[src/rtl/ccd_seq_pkg.sv]
package ccd_seq_pkg;

  localparam int EXT_W = 10;
  localparam int OP_W  = 2;

  typedef enum logic [OP_W-1:0] {
    OP_NEXT  = 2'd0,
    OP_ROW   = 2'd1,
    OP_FRAME = 2'd2,
    OP_HALT  = 2'd3
  } pat_op_t;

  typedef enum logic [2:0] {
    SEL_PAT   = 3'd0,
    SEL_ROW   = 3'd1,
    SEL_FRAME = 3'd2,
    SEL_EXPO  = 3'd3,
    SEL_SAFE  = 3'd4
  } host_sel_t;

  typedef enum logic [1:0] {
    S_IDLE   = 2'd0,
    S_EXPOSE = 2'd1,
    S_RUN    = 2'd2
  } seq_state_t;

endpackage

[src/rtl/ccd_pat_mem.sv]
module ccd_pat_mem #(
  parameter int WORD_W = 16,
  parameter int DEPTH  = 256,
  localparam int ADDR_W = $clog2(DEPTH)
) (
  input  logic              clk,
  input  logic              we_i,
  input  logic [ADDR_W-1:0] waddr_i,
  input  logic [WORD_W-1:0] wdata_i,
  input  logic [ADDR_W-1:0] raddr_i,
  output logic [WORD_W-1:0] rdata_o
);

  logic [WORD_W-1:0] mem_q [DEPTH];

  always_ff @(posedge clk) begin
    if (we_i) begin
      mem_q[waddr_i] <= wdata_i;
    end
  end

  assign rdata_o = mem_q[raddr_i];

endmodule

[src/rtl/ccd_loop_ctr.sv]
module ccd_loop_ctr #(
  parameter int CNT_W = 10
) (
  input  logic             clk,
  input  logic             rst_n,
  input  logic             clr_i,
  input  logic             hit_i,
  input  logic             active_i,
  input  logic [CNT_W-1:0] rep_i,
  output logic             jump_o
);

  logic [CNT_W-1:0] cnt_q, cnt_d;

  assign jump_o = (cnt_q != rep_i);

  always_comb begin
    cnt_d = cnt_q;
    if (clr_i) begin
      cnt_d = '0;
    end else if (hit_i) begin
      cnt_d = jump_o ? cnt_q + 1'b1 : '0;
    end
  end

  always_ff @(posedge clk or negedge rst_n) begin
    if (!rst_n) begin
      cnt_q <= '0;
    end else if (clr_i || hit_i) begin
      cnt_q <= cnt_d;
    end
  end

  // pass count never runs past the programmed repeat value
  p_cnt_bound_r5: assert property (@(posedge clk) disable iff (!rst_n)
    active_i |-> (cnt_q <= rep_i));

endmodule

[src/rtl/ccd_itimer.sv]
module ccd_itimer #(
  parameter int DIV     = 1200,
  parameter int TIMER_W = 28,
  localparam int DIV_W  = $clog2(DIV + 1)
) (
  input  logic               clk,
  input  logic               rst_n,
  input  logic               clr_i,
  input  logic               en_i,
  input  logic [TIMER_W-1:0] limit_i,
  output logic               reached_o
);

  localparam logic [DIV_W-1:0] DIV_LAST = DIV_W'(DIV - 1);

  logic [DIV_W-1:0]   div_q, div_d;
  logic [TIMER_W-1:0] tcnt_q, tcnt_d;
  logic               adv;

  assign reached_o = (tcnt_q == limit_i);
  assign adv       = en_i && !reached_o;

  always_comb begin
    div_d  = div_q;
    tcnt_d = tcnt_q;
    if (clr_i) begin
      div_d  = '0;
      tcnt_d = '0;
    end else if (adv) begin
      if (div_q == DIV_LAST) begin
        div_d  = '0;
        tcnt_d = tcnt_q + 1'b1;
      end else begin
        div_d = div_q + 1'b1;
      end
    end
  end

  always_ff @(posedge clk or negedge rst_n) begin
    if (!rst_n) begin
      div_q  <= '0;
      tcnt_q <= '0;
    end else if (clr_i || adv) begin
      div_q  <= div_d;
      tcnt_q <= tcnt_d;
    end
  end

  // the exposure count stops at the programmed limit
  p_timer_bound_r4: assert property (@(posedge clk) disable iff (!rst_n)
    en_i |-> (tcnt_q <= limit_i));

  // the tick counter only moves when a full divider period elapsed
  p_tick_step_r4: assert property (@(posedge clk) disable iff (!rst_n)
    (en_i && !clr_i && div_q != DIV_LAST) |=> $stable(tcnt_q));

endmodule

[src/rtl/ccd_seq_top.sv]
module ccd_seq_top
  import ccd_seq_pkg::*;
#(
  parameter int LINES     = 4,
  parameter int DEPTH     = 256,
  parameter int MIN_DWELL = 7,
  parameter int TICK_DIV  = 1200,
  parameter int ITIME_W   = 28,
  localparam int ADDR_W   = $clog2(DEPTH),
  localparam int WORD_W   = LINES + EXT_W + OP_W
) (
  input  logic              clk,
  input  logic              rst_n,
  input  logic              host_we_i,
  input  logic [2:0]        host_sel_i,
  input  logic [ADDR_W-1:0] host_addr_i,
  input  logic [31:0]       host_wdata_i,
  input  logic              start_i,
  input  logic              abort_i,
  output logic              busy_o,
  output logic              done_o,
  output logic [LINES-1:0]  lines_o
);

  localparam int NGRP = 2;  // 0: row group, 1: frame group
  localparam logic [EXT_W:0] DWELL_BASE = (EXT_W+1)'(MIN_DWELL - 1);

  // reset: asserted asynchronously, released on a clock edge
  logic rst_meta, rstn;
  always_ff @(posedge clk or negedge rst_n) begin
    if (!rst_n) begin
      rst_meta <= 1'b0;
      rstn     <= 1'b0;
    end else begin
      rst_meta <= 1'b1;
      rstn     <= rst_meta;
    end
  end

  seq_state_t        st_q, st_d;
  logic [ADDR_W-1:0] pc_q, pc_d, nxt_pc, rd_addr;
  logic [WORD_W-1:0] cur_q, cur_d, rd_word;
  logic [EXT_W:0]    dcnt_q, dcnt_d, dwell_last;
  logic [LINES-1:0]  lines_q, lines_d, safe_q;
  logic              done_q, done_d;
  logic [ITIME_W-1:0] itime_q;
  logic [ADDR_W-1:0] grp_start_q [NGRP];
  logic [EXT_W-1:0]  grp_rep_q   [NGRP];
  logic [NGRP-1:0]   grp_hit, grp_jump;
  pat_op_t           cur_op;
  logic [EXT_W-1:0]  cur_ext;
  logic              idle, cfg_we, run_clr, dwell_end, expo_done;
  logic              unused_wdata;

  assign unused_wdata = ^host_wdata_i;

  assign idle    = (st_q == S_IDLE);
  assign cfg_we  = host_we_i && idle;
  assign run_clr = idle && start_i && !abort_i;

  assign cur_op     = pat_op_t'(cur_q[WORD_W-1 -: OP_W]);
  assign cur_ext    = cur_q[LINES +: EXT_W];
  assign dwell_last = DWELL_BASE + {1'b0, cur_ext};
  assign dwell_end  = (st_q == S_RUN) && (dcnt_q == dwell_last);

  assign grp_hit[0] = dwell_end && (cur_op == OP_ROW);
  assign grp_hit[1] = dwell_end && (cur_op == OP_FRAME);

  // ---------------- configuration registers ----------------
  always_ff @(posedge clk or negedge rstn) begin
    if (!rstn) begin
      itime_q <= '0;
      safe_q  <= '0;
    end else if (cfg_we) begin
      if (host_sel_i == SEL_EXPO) itime_q <= host_wdata_i[ITIME_W-1:0];
      if (host_sel_i == SEL_SAFE) safe_q  <= host_wdata_i[LINES-1:0];
    end
  end

  for (genvar g = 0; g < NGRP; g++) begin : g_grp
    localparam host_sel_t GSEL = (g == 0) ? SEL_ROW : SEL_FRAME;

    always_ff @(posedge clk or negedge rstn) begin
      if (!rstn) begin
        grp_start_q[g] <= '0;
        grp_rep_q[g]   <= '0;
      end else if (cfg_we && host_sel_i == GSEL) begin
        grp_start_q[g] <= host_addr_i;
        grp_rep_q[g]   <= host_wdata_i[EXT_W-1:0];
      end
    end

    ccd_loop_ctr #(.CNT_W(EXT_W)) i_loop (
      .clk      (clk),
      .rst_n    (rstn),
      .clr_i    (run_clr),
      .hit_i    (grp_hit[g]),
      .active_i (!idle),
      .rep_i    (grp_rep_q[g]),
      .jump_o   (grp_jump[g])
    );
  end

  // ---------------- pattern storage ----------------
  ccd_pat_mem #(.WORD_W(WORD_W), .DEPTH(DEPTH)) i_mem (
    .clk     (clk),
    .we_i    (cfg_we && host_sel_i == SEL_PAT),
    .waddr_i (host_addr_i),
    .wdata_i (host_wdata_i[WORD_W-1:0]),
    .raddr_i (rd_addr),
    .rdata_o (rd_word)
  );

  // ---------------- exposure timer ----------------
  ccd_itimer #(.DIV(TICK_DIV), .TIMER_W(ITIME_W)) i_timer (
    .clk       (clk),
    .rst_n     (rstn),
    .clr_i     (run_clr),
    .en_i      (st_q == S_EXPOSE),
    .limit_i   (itime_q),
    .reached_o (expo_done)
  );

  // ---------------- address sequencing ----------------
  always_comb begin
    unique case (cur_op)
      OP_ROW:   nxt_pc = grp_jump[0] ? grp_start_q[0] : pc_q + 1'b1;
      OP_FRAME: nxt_pc = grp_jump[1] ? grp_start_q[1] : pc_q + 1'b1;
      OP_HALT:  nxt_pc = pc_q;
      default:  nxt_pc = pc_q + 1'b1;
    endcase
  end

  assign rd_addr = (st_q == S_RUN) ? nxt_pc : '0;

  // ---------------- next state ----------------
  always_comb begin
    st_d    = st_q;
    pc_d    = pc_q;
    cur_d   = cur_q;
    dcnt_d  = dcnt_q;
    lines_d = lines_q;
    done_d  = 1'b0;
    unique case (st_q)
      S_IDLE: begin
        lines_d = safe_q;
        if (run_clr) st_d = S_EXPOSE;
      end
      S_EXPOSE: begin
        lines_d = safe_q;
        if (abort_i) begin
          st_d = S_IDLE;
        end else if (expo_done) begin
          st_d    = S_RUN;
          pc_d    = '0;
          cur_d   = rd_word;
          dcnt_d  = '0;
          lines_d = rd_word[LINES-1:0];
        end
      end
      S_RUN: begin
        if (abort_i) begin
          st_d    = S_IDLE;
          lines_d = safe_q;
        end else if (dwell_end) begin
          if (cur_op == OP_HALT) begin
            st_d    = S_IDLE;
            done_d  = 1'b1;
            lines_d = safe_q;
          end else begin
            pc_d    = nxt_pc;
            cur_d   = rd_word;
            dcnt_d  = '0;
            lines_d = rd_word[LINES-1:0];
          end
        end else begin
          dcnt_d = dcnt_q + 1'b1;
        end
      end
      default: st_d = S_IDLE;
    endcase
  end

  // ---------------- state registers ----------------
  always_ff @(posedge clk or negedge rstn) begin
    if (!rstn) begin
      st_q    <= S_IDLE;
      pc_q    <= '0;
      cur_q   <= '0;
      dcnt_q  <= '0;
      lines_q <= '0;
      done_q  <= 1'b0;
    end else begin
      st_q    <= st_d;
      pc_q    <= pc_d;
      cur_q   <= cur_d;
      dcnt_q  <= dcnt_d;
      lines_q <= lines_d;
      done_q  <= done_d;
    end
  end

  assign busy_o  = !idle;
  assign done_o  = done_q;
  assign lines_o = lines_q;

  // ---------------- assertions ----------------
  // lines stay put for the whole dwell of a word
  p_dwell_hold_r2: assert property (@(posedge clk) disable iff (!rstn)
    (st_q == S_RUN && dcnt_q != '0) |-> $stable(lines_o));

  // completion is a single-cycle pulse
  p_done_pulse_r3: assert property (@(posedge clk) disable iff (!rstn)
    done_o |=> !done_o);

  // completion coincides with return to idle
  p_done_idle_r3: assert property (@(posedge clk) disable iff (!rstn)
    done_o |-> !busy_o);

  // exposure setting cannot change during a run
  p_busy_write_r7: assert property (@(posedge clk) disable iff (!rstn)
    (host_we_i && busy_o) |=> $stable(itime_q));

  // abort leaves the block idle at the safe level
  p_abort_idle_r8: assert property (@(posedge clk) disable iff (!rstn)
    abort_i |=> (!busy_o && !done_o && lines_o == $past(safe_q)));

endmodule

[config.mk]
export PLATFORM = sky130hd
export DESIGN_NAME = ccd_seq_top
export DESIGN_NICKNAME = d
export VERILOG_FILES = /design/src/rtl/ccd_seq_pkg.sv /design/src/rtl/ccd_pat_mem.sv /design/src/rtl/ccd_loop_ctr.sv /design/src/rtl/ccd_itimer.sv /design/src/rtl/ccd_seq_top.sv
export SDC_FILE = /design/constraint.sdc
export NUM_CORES = 2
export LEC_CHECK = 0
export BUFFER_PORTS_ARGS = -buffer_cell sky130_fd_sc_hd__buf_2
export CAP_MARGIN = 20
export CORE_ASPECT_RATIO = 2
export CORE_UTILIZATION = 68
export CTS_CLUSTER_DIAMETER = 200
export DETAILED_ROUTE_END_ITERATION = 7
export PLACE_DENSITY_LB_ADDON = 0.08
export SYNTH_ARGS = -nofsm -noshare
export SYNTH_HDL_FRONTEND = slang
export SYNTH_HIERARCHICAL = 1
export SYNTH_SLANG_ARGS = --single-unit
[constraint.sdc]
create_clock -name clk -period 8.42 [get_ports clk]
set_input_delay 0.421 -clock clk [delete_from_list [all_inputs] [get_ports clk]]
set_output_delay 0.421 -clock clk [all_outputs]
set_load 0.005 [all_outputs]
Word-level counts from Yosys, hierarchy flattened. Memories as Yosys holds them, arrays and structs flattened. Index checks and enable logic that the tools add are counted.

Flip-flop bits (word level): 171. Memories: 1. Memory bits (writable): 4096. Input bits: 48. Word-level logic and storage cells: 137. Output and inout bits: 6.

Multiplexer cells: 53. Add/sub/neg operators: 7. Reductions and logical operators: 34. Equality and inequality tests: 24.

Memory list: i_mem.mem_q (depth 256, bits a word 16, rd ports 1, clocked after Yosys merged registers in 0, write ports 1, line ccd_pat_mem.sv:14) `logic [WORD_W-1:0] mem_q [DEPTH];`.

Operators by type and width (number): $mux 11 (8); $mux 28 (3); $mux 16 (5); $mux 8 (8); $mux 10 (6); $pmux 16 s2 (1); $add 28x1->28 const B (1); $eq 28x28->1 (1); $pmux 8 s3 (1); $add 11x1->11 const B (2); $pmux 11 s2 (1); $add 10x1->10 const B (2); $mux 4 (5); $ne 10x10->1 (2); $pmux 8 s2 (1); $mux 2 (6); $pmux 4 s3 (1); $reduce_and 2->1 (6); $add 3x10->11 const A (1); $eq 11x11->1 (1); $eq 11x11->1 const B (1); $logic_and 1x1->1 (10); $ne 2x2->1 const B (5); $reduce_bool 2->1 (5); other kinds (20) (35).

Depth between registers and ports, before layout. An unclocked memory read counts as a cell.

Depth in word-level cells: 9. Depth in mapped cells: 26. Gate-level depth less buffers: 19.

By module. The synthesis kept the hierarchy.

Modules (own cells, without submodules): ccd_pat_mem (instances 1, area an instance 158394.4 um^2, seq. area each 122998.0 um^2, cells an instance 7344); ccd_seq_top (instances 1, area an instance 5327.6 um^2, seq. area each 2702.6 um^2, cells an instance 475); ccd_itimer (instances 1, area an instance 2588.7 um^2, seq. area each 975.9 um^2, cells an instance 283); ccd_loop_ctr (instances 2, area an instance 668.1 um^2, seq. area each 250.2 um^2, cells an instance 67).

Worst setup path after synthesis. OpenSTA, ideal clock, no wires.

Path kind: register to register. Start point: register g_grp[1].i_loop.cnt_q[2]. End point: register lines_q[1], in the netlist lines_o[1]. Cell stages (with the launch flop): 23. Setup slack: 3669 ps. Library setup time: 125 ps. Buffers on the path: 4. Clock period less this slack: 4751 ps. Data arrival time: 4626 ps. Data required time: 8295 ps. Path through: dfrtp_1 xnor2_1 nand4_2 nor3_2 inv_1 and2_1 clkbuf_1 or2_2 o21ai_0 nor2_1 a21oi_1 a311oi_1 nor2_1 buf_6 buf_6 buf_2 mux4_2 mux4_2 a22o_1 o32ai_1 nor4_1 a22o_1 mux2_2.

Longest elaborated chain between the ends: 9. Elaborated cells between the ends (all ways): 11. Those cells by class: eq/ne (1); mux (9); memory (1).

RTL lines: start: declaration (line ccd_loop_ctr.sv:13) `logic [CNT_W-1:0] cnt_q, cnt_d;`; start signal: assignment (line ccd_loop_ctr.sv:30) `cnt_q <= cnt_d;`; $ne 10x10->1 (*) (line ccd_loop_ctr.sv:15) `assign jump_o = (cnt_q != rep_i);`; named net grp_jump[1] (line ccd_seq_top.sv:49) `logic [NGRP-1:0] grp_hit, grp_jump;`; $mux 8 (*) (line ccd_seq_top.sv:128) `OP_FRAME: nxt_pc = grp_jump[1] ? grp_start_q[1] : pc_q + 1'b1;`; $pmux 8 s3 (*) (line ccd_seq_top.sv:126) `unique case (cur_op)`; $mux 8 (*) (line ccd_seq_top.sv:134) `assign rd_addr = (st_q == S_RUN) ? nxt_pc : '0;`; $mem_v2 256x16 (*); $mux 4 (line ccd_seq_top.sv:166) `if (cur_op == OP_HALT) begin`; $mux 4 (line ccd_seq_top.sv:165) `end else if (dwell_end) begin`; $mux 4 (line ccd_seq_top.sv:162) `if (abort_i) begin`; $pmux 4 s3 (*) (line ccd_seq_top.sv:144) `unique case (st_q)`; end signal: assignment (line ccd_seq_top.sv:198) `lines_q <= lines_d;`; end: declaration (line ccd_seq_top.sv:44) `logic [LINES-1:0] lines_q, lines_d, safe_q;`.

Mark *: on every way through the listed nets, which the timed path passes. The rest lies on a longest branch. The select of a mux whose other input is x is not followed. A chain may end at the register's enable or synchronous reset.

Worst setup path in the final report.
Start point: register g_grp[1].i_loop.cnt_q[2]. End point: register lines_q[3], in the netlist lines_o[3].

The elaborated chain is that of the path after synthesis.

==> impl_metrics.csv <==
group,metric,value,unit
outcome,status,"complete, no violations",
critical_path,crit_top_cell,"a21oi_1",
yosys,syn-cell-area,0.1676,sq mm
sta,period_share,91.06,%
yosys,async_flop_share,3.917,%
place,place_congestion,1.009,
floorplanning,dieArea,0.2487,sq mm
sta,hold_viol,0,
clock_network,cts_setup_buffers,0,
yosys,synth_area_per_cell,20.36,sq um
finish,area_growth,10.24,%
critical_path,start_kind,"flop",
routing,first_pass_iters,7,
sta,fmax,130.4,MHz
finish,final_nets,8661,
critical_path,crit_arrival,8.50,ns
yosys,yosys_warnings,6,
critical_path,crit_path_cell_trace,"xnor2_1, nand4_2, nor3_2, inv_1, and2_1, or2_2, o21ai_0, a21oi_1, nor2_4, nand2b_4, buf_12, o221ai_1, o22ai_1, a21oi_1, nand4_1, nor4_1, buf_2, buf_4, a22o_1, mux2_2",
floorplanning,core-area,0.2450,sq mm
global_routing,grt_max_degree,147,
routing,routed_wl,447000,um
global_routing,met2_usage,60.86,%
global_routing,grt_util_met3,6.167,%
sta,tns,0,ns
place,place_hpwl,274500,um
place,io_buffer_count,49,
yosys,ys_ff_latch,4263,
routing,viasPerCell,7.091,
floorplanning,rows,257,
yosys,syn_inst,8236,
sta,worst_pin_slew,1.315,ns
sta,rsz0062_at_grt,"no",
sta,setup_viol,0,
clock_network,clk_transition_reported_paths,0.07,ns
critical_path,critical_path_class,"reg -> reg",
clock_network,htree_num_levels,5,
routing,post_drt_wl_per_cell,36.86,um
clock_network,postCtsHoldBufs,24,
yosys,yosysSeqAreaShare,75.86,%
finish,drive_gt1_share,23.31,%
global_routing,overflow,0,
global_routing,grt_pass1_vias,87519,
clock_network,numCtsBuffers,351,
place,place_area,0.1732,sq mm
floorplanning,ios,54,
yosys,syn-num-nets,8295,
global_routing,antenna_found_initial,21,
global_routing,grt_first_pass_wirelength,631900,um
hold_path,min_path_type,"in -> reg",
global_routing,track_usage,36.39,%
routing,remaining_drc_errors,0,
routing,dr.first_iter.drc_count,11276,
sta,period_minus_slack,7.668,ns
critical_path,critPathBufInv,4,
routing,antenna_left,0,
yosys,ys.flop_type,"edfxtp_1",
global_routing,busiest_layer,"met2",
clock_network,clock_latency,0.94,ns
critical_path,cp-end-kind,"flop",
global_routing,grt_use_met1,41.48,%
pwr,total_leakage_power,55.97,nW
clock_network,cts-resized-gates,0,
yosys,synth_edf_count,4096,
critical_path,crit_family,"simple AND/OR/NAND/NOR gates",
critical_path,cpMaxStageDelayCell,"a21oi_1",
routing,via_count,86010,
critical_path,critPathMaxStageDelay,0.93,ns
yosys,yosysUniqueCellTypes,83,
clock_network,clk_path_buf_depth,4,
floorplanning,die_x,353.1,um
clock_network,clock-root-buffer,"clkbuf_16",
floorplanning,die_h,704.2,um
critical_path,crit_required,9.25,ns
finish,finish.instance_area,0.1848,sq mm
clock_network,cts_tree,"built",
pwr,p_per_area,221.9,mW/mm^2
sta,maxSlewViolCount,0,
critical_path,worst-path-max-fanout,29,
run,max_cap_viol_count,0,
floorplanning,start_util,68.42,%
pwr,ir_drop,242.5,uV
clock_network,cts.sinks,4263,
sta,finalClockSkew,0.05698,ns
sta,relSlewSlack,12.32,%
==> synthesized netlist by cell type (all sizes together) (4+ instances only) <==
master	count	area (sq um)
nor4	31	251.5
a21oi	213	1074
o21ai	72	360.3
nand2	95	356.6
a31o	7	61.31
a22o	40	350.3
ha	11	137.6
and4	7	62.56
o22ai	155	969.7
a22oi	44	330.3
xor2	15	131.4
a221oi	33	289.0
or2	11	68.81
or4	4	30.03
o221ai	255	2246
nand4	54	369.1
dfrtp	167	4179
xnor2	65	569.3
mux2i	568	5685
and2	11	68.82
nor3	112	575.6
nor2	365	1370
a21o	5	37.54
nor2b	30	187.7
buf	233	1889
and3	33	214.0
mux4	797	17950
edfxtp	4096	123000
clkbuf	258	968.4
o311ai	11	96.34
or3	12	75.07
a2111oi	6	52.55
o21a	4	30.03
inv	29	108.9
a211oi	20	150.1
o31ai	19	142.6
nand3b	10	75.07
nand3	77	385.4
o32ai	25	226.5
mux2	185	2125
a31oi	14	87.58
nand2b	9	56.30
==> cell families after synthesis <==
| group | count (synthesis) | synth area share (%) |
|---|---|---|
| compound gates | 936 | 3.957 |
| other cells | 1 | 0.002237 |
| fa+ha+maj | 11 | 0.08210 |
| mux | 1550 | 15.37 |
| flops | 4263 | 75.86 |
| xor+xnor | 80 | 0.4179 |
| buf+inv | 521 | 1.772 |
| simple gates | 874 | 2.543 |
==> per-layer routing <==
metal,up-vias,share of wire [%]
li1,35064,-
met1,44885,31
met2,4834,51
met3,1217,8.5
met4,10,9.9
met5,-,0.014
==> layout make-up <==
cell class / count / area (sq um)
Inverter: 30 / 125.1
Sequential cell: 4263 / 127200
Multi-Input combinational cell: 3452 / 37810
Fill cell: 13495 / 60210
Antenna cell: 12 / 30.03
Clock buffer: 423 / 9244
Tap cell: 3237 / 4050
Timing Repair Buffer: 504 / 4318
Clock inverter: 208 / 2058
==> per-stage QoR <==
step	total power, mW	cells	util [%]	hold WS [ns]	setup slack, ns
floorplan	24.45	8236	-	0.1254	3.422
global placement	24.97	11452	70.65	0.2071	1.022
detailed placement	25.03	11456	70.67	0.2136	1.002
CTS	41.14	12111	75.38	0.004384	0.9340
global route	41.94	12122	75.42	0.02262	0.7685
finish	41.02	12129	75.43	0.02431	0.7524
==> worst paths after layout <==
check | slack (ns) | startpoint | endpoint | cells after the start
min in group asynchronous | 0.39 | rstn | itime_q[24] | 0
min reg2reg | 0.38 | rst_meta | rstn | 0
max reg2reg | 0.75 | g_grp[1].i_loop/cnt_q[2] | lines_o[3] | 20
min | 0.02 | host_wdata_i[10] | i_mem/mem_q[130][10] | 1
max in group asynchronous | 5.86 | rstn | cur_q[10] | 2
max | 0.75 | g_grp[1].i_loop/cnt_q[2] | lines_o[3] | 20
==> registers in the layout, indices dropped and copies added, names as in the netlist <==
register / cells
safe_q: 4
pc_q: 8
cur_q: 12
rstn: 1
grp_start_q: 16
i_mem/mem_q: 4096
i_timer/tcnt_q: 28
lines_o: 4
i_timer/div_q: 11
rst_meta: 1
grp_rep_q: 20
itime_q: 28
st_q: 2
dcnt_q: 11
g_grp.i_loop/cnt_q: 20
done_o: 1
==> worst register-to-register path: stages (launching register included) <==
cell and delay [ns]:
dfrtp_1 0.43, xnor2_1 0.23, nand4_2 0.17, nor3_2 0.39, inv_1 0.17, and2_1 0.28
or2_2 0.33, o21ai_0 0.25, a21oi_1 0.24, nor2_4 0.71, nand2b_4 0.61, buf_12 0.44
o221ai_1 0.61, o22ai_1 0.22, a21oi_1 0.93, nand4_1 0.29, nor4_1 0.57, buf_2 0.31
buf_4 0.18, a22o_1 0.13, mux2_2 0.14
==> placed cells by master (no fill, tap or decap), drive strengths merged, types with 10 or more instances in the layout <==
cell and instances:
nand2 95, inv 38, dfrtp 167, xnor2 65
xor2 15, o221ai 255, o311ai 11, clkinvlp 17
o31ai 19, ha 11, or2 11, mux4 797
mux2 185, buf 478, a22o 40, dlygate4sd3 24
a22oi 44, edfxtp 4096, nor2 365, nor4 31
a21oi 213, and2 11, nand4 54, and3 33
diode 12, nand3b 10, clkbuf 425, o32ai 25
o21ai 72, a31oi 14, bufinv 39, o22ai 155
or3 12, nor2b 30, a221oi 33, nor3 112
a211oi 20, nand3 77, mux2i 568, clkinv 144
==> report_power, final <==
part	internal, mW	leakage (nW)	switching [mW]	total [mW]
registers	23.4	38.9	0.151	23.6
clock network	9.04	5.49	7.37	16.4
logic	0.339	11.5	0.703	1.04
(Power assumes the default switching activity.)
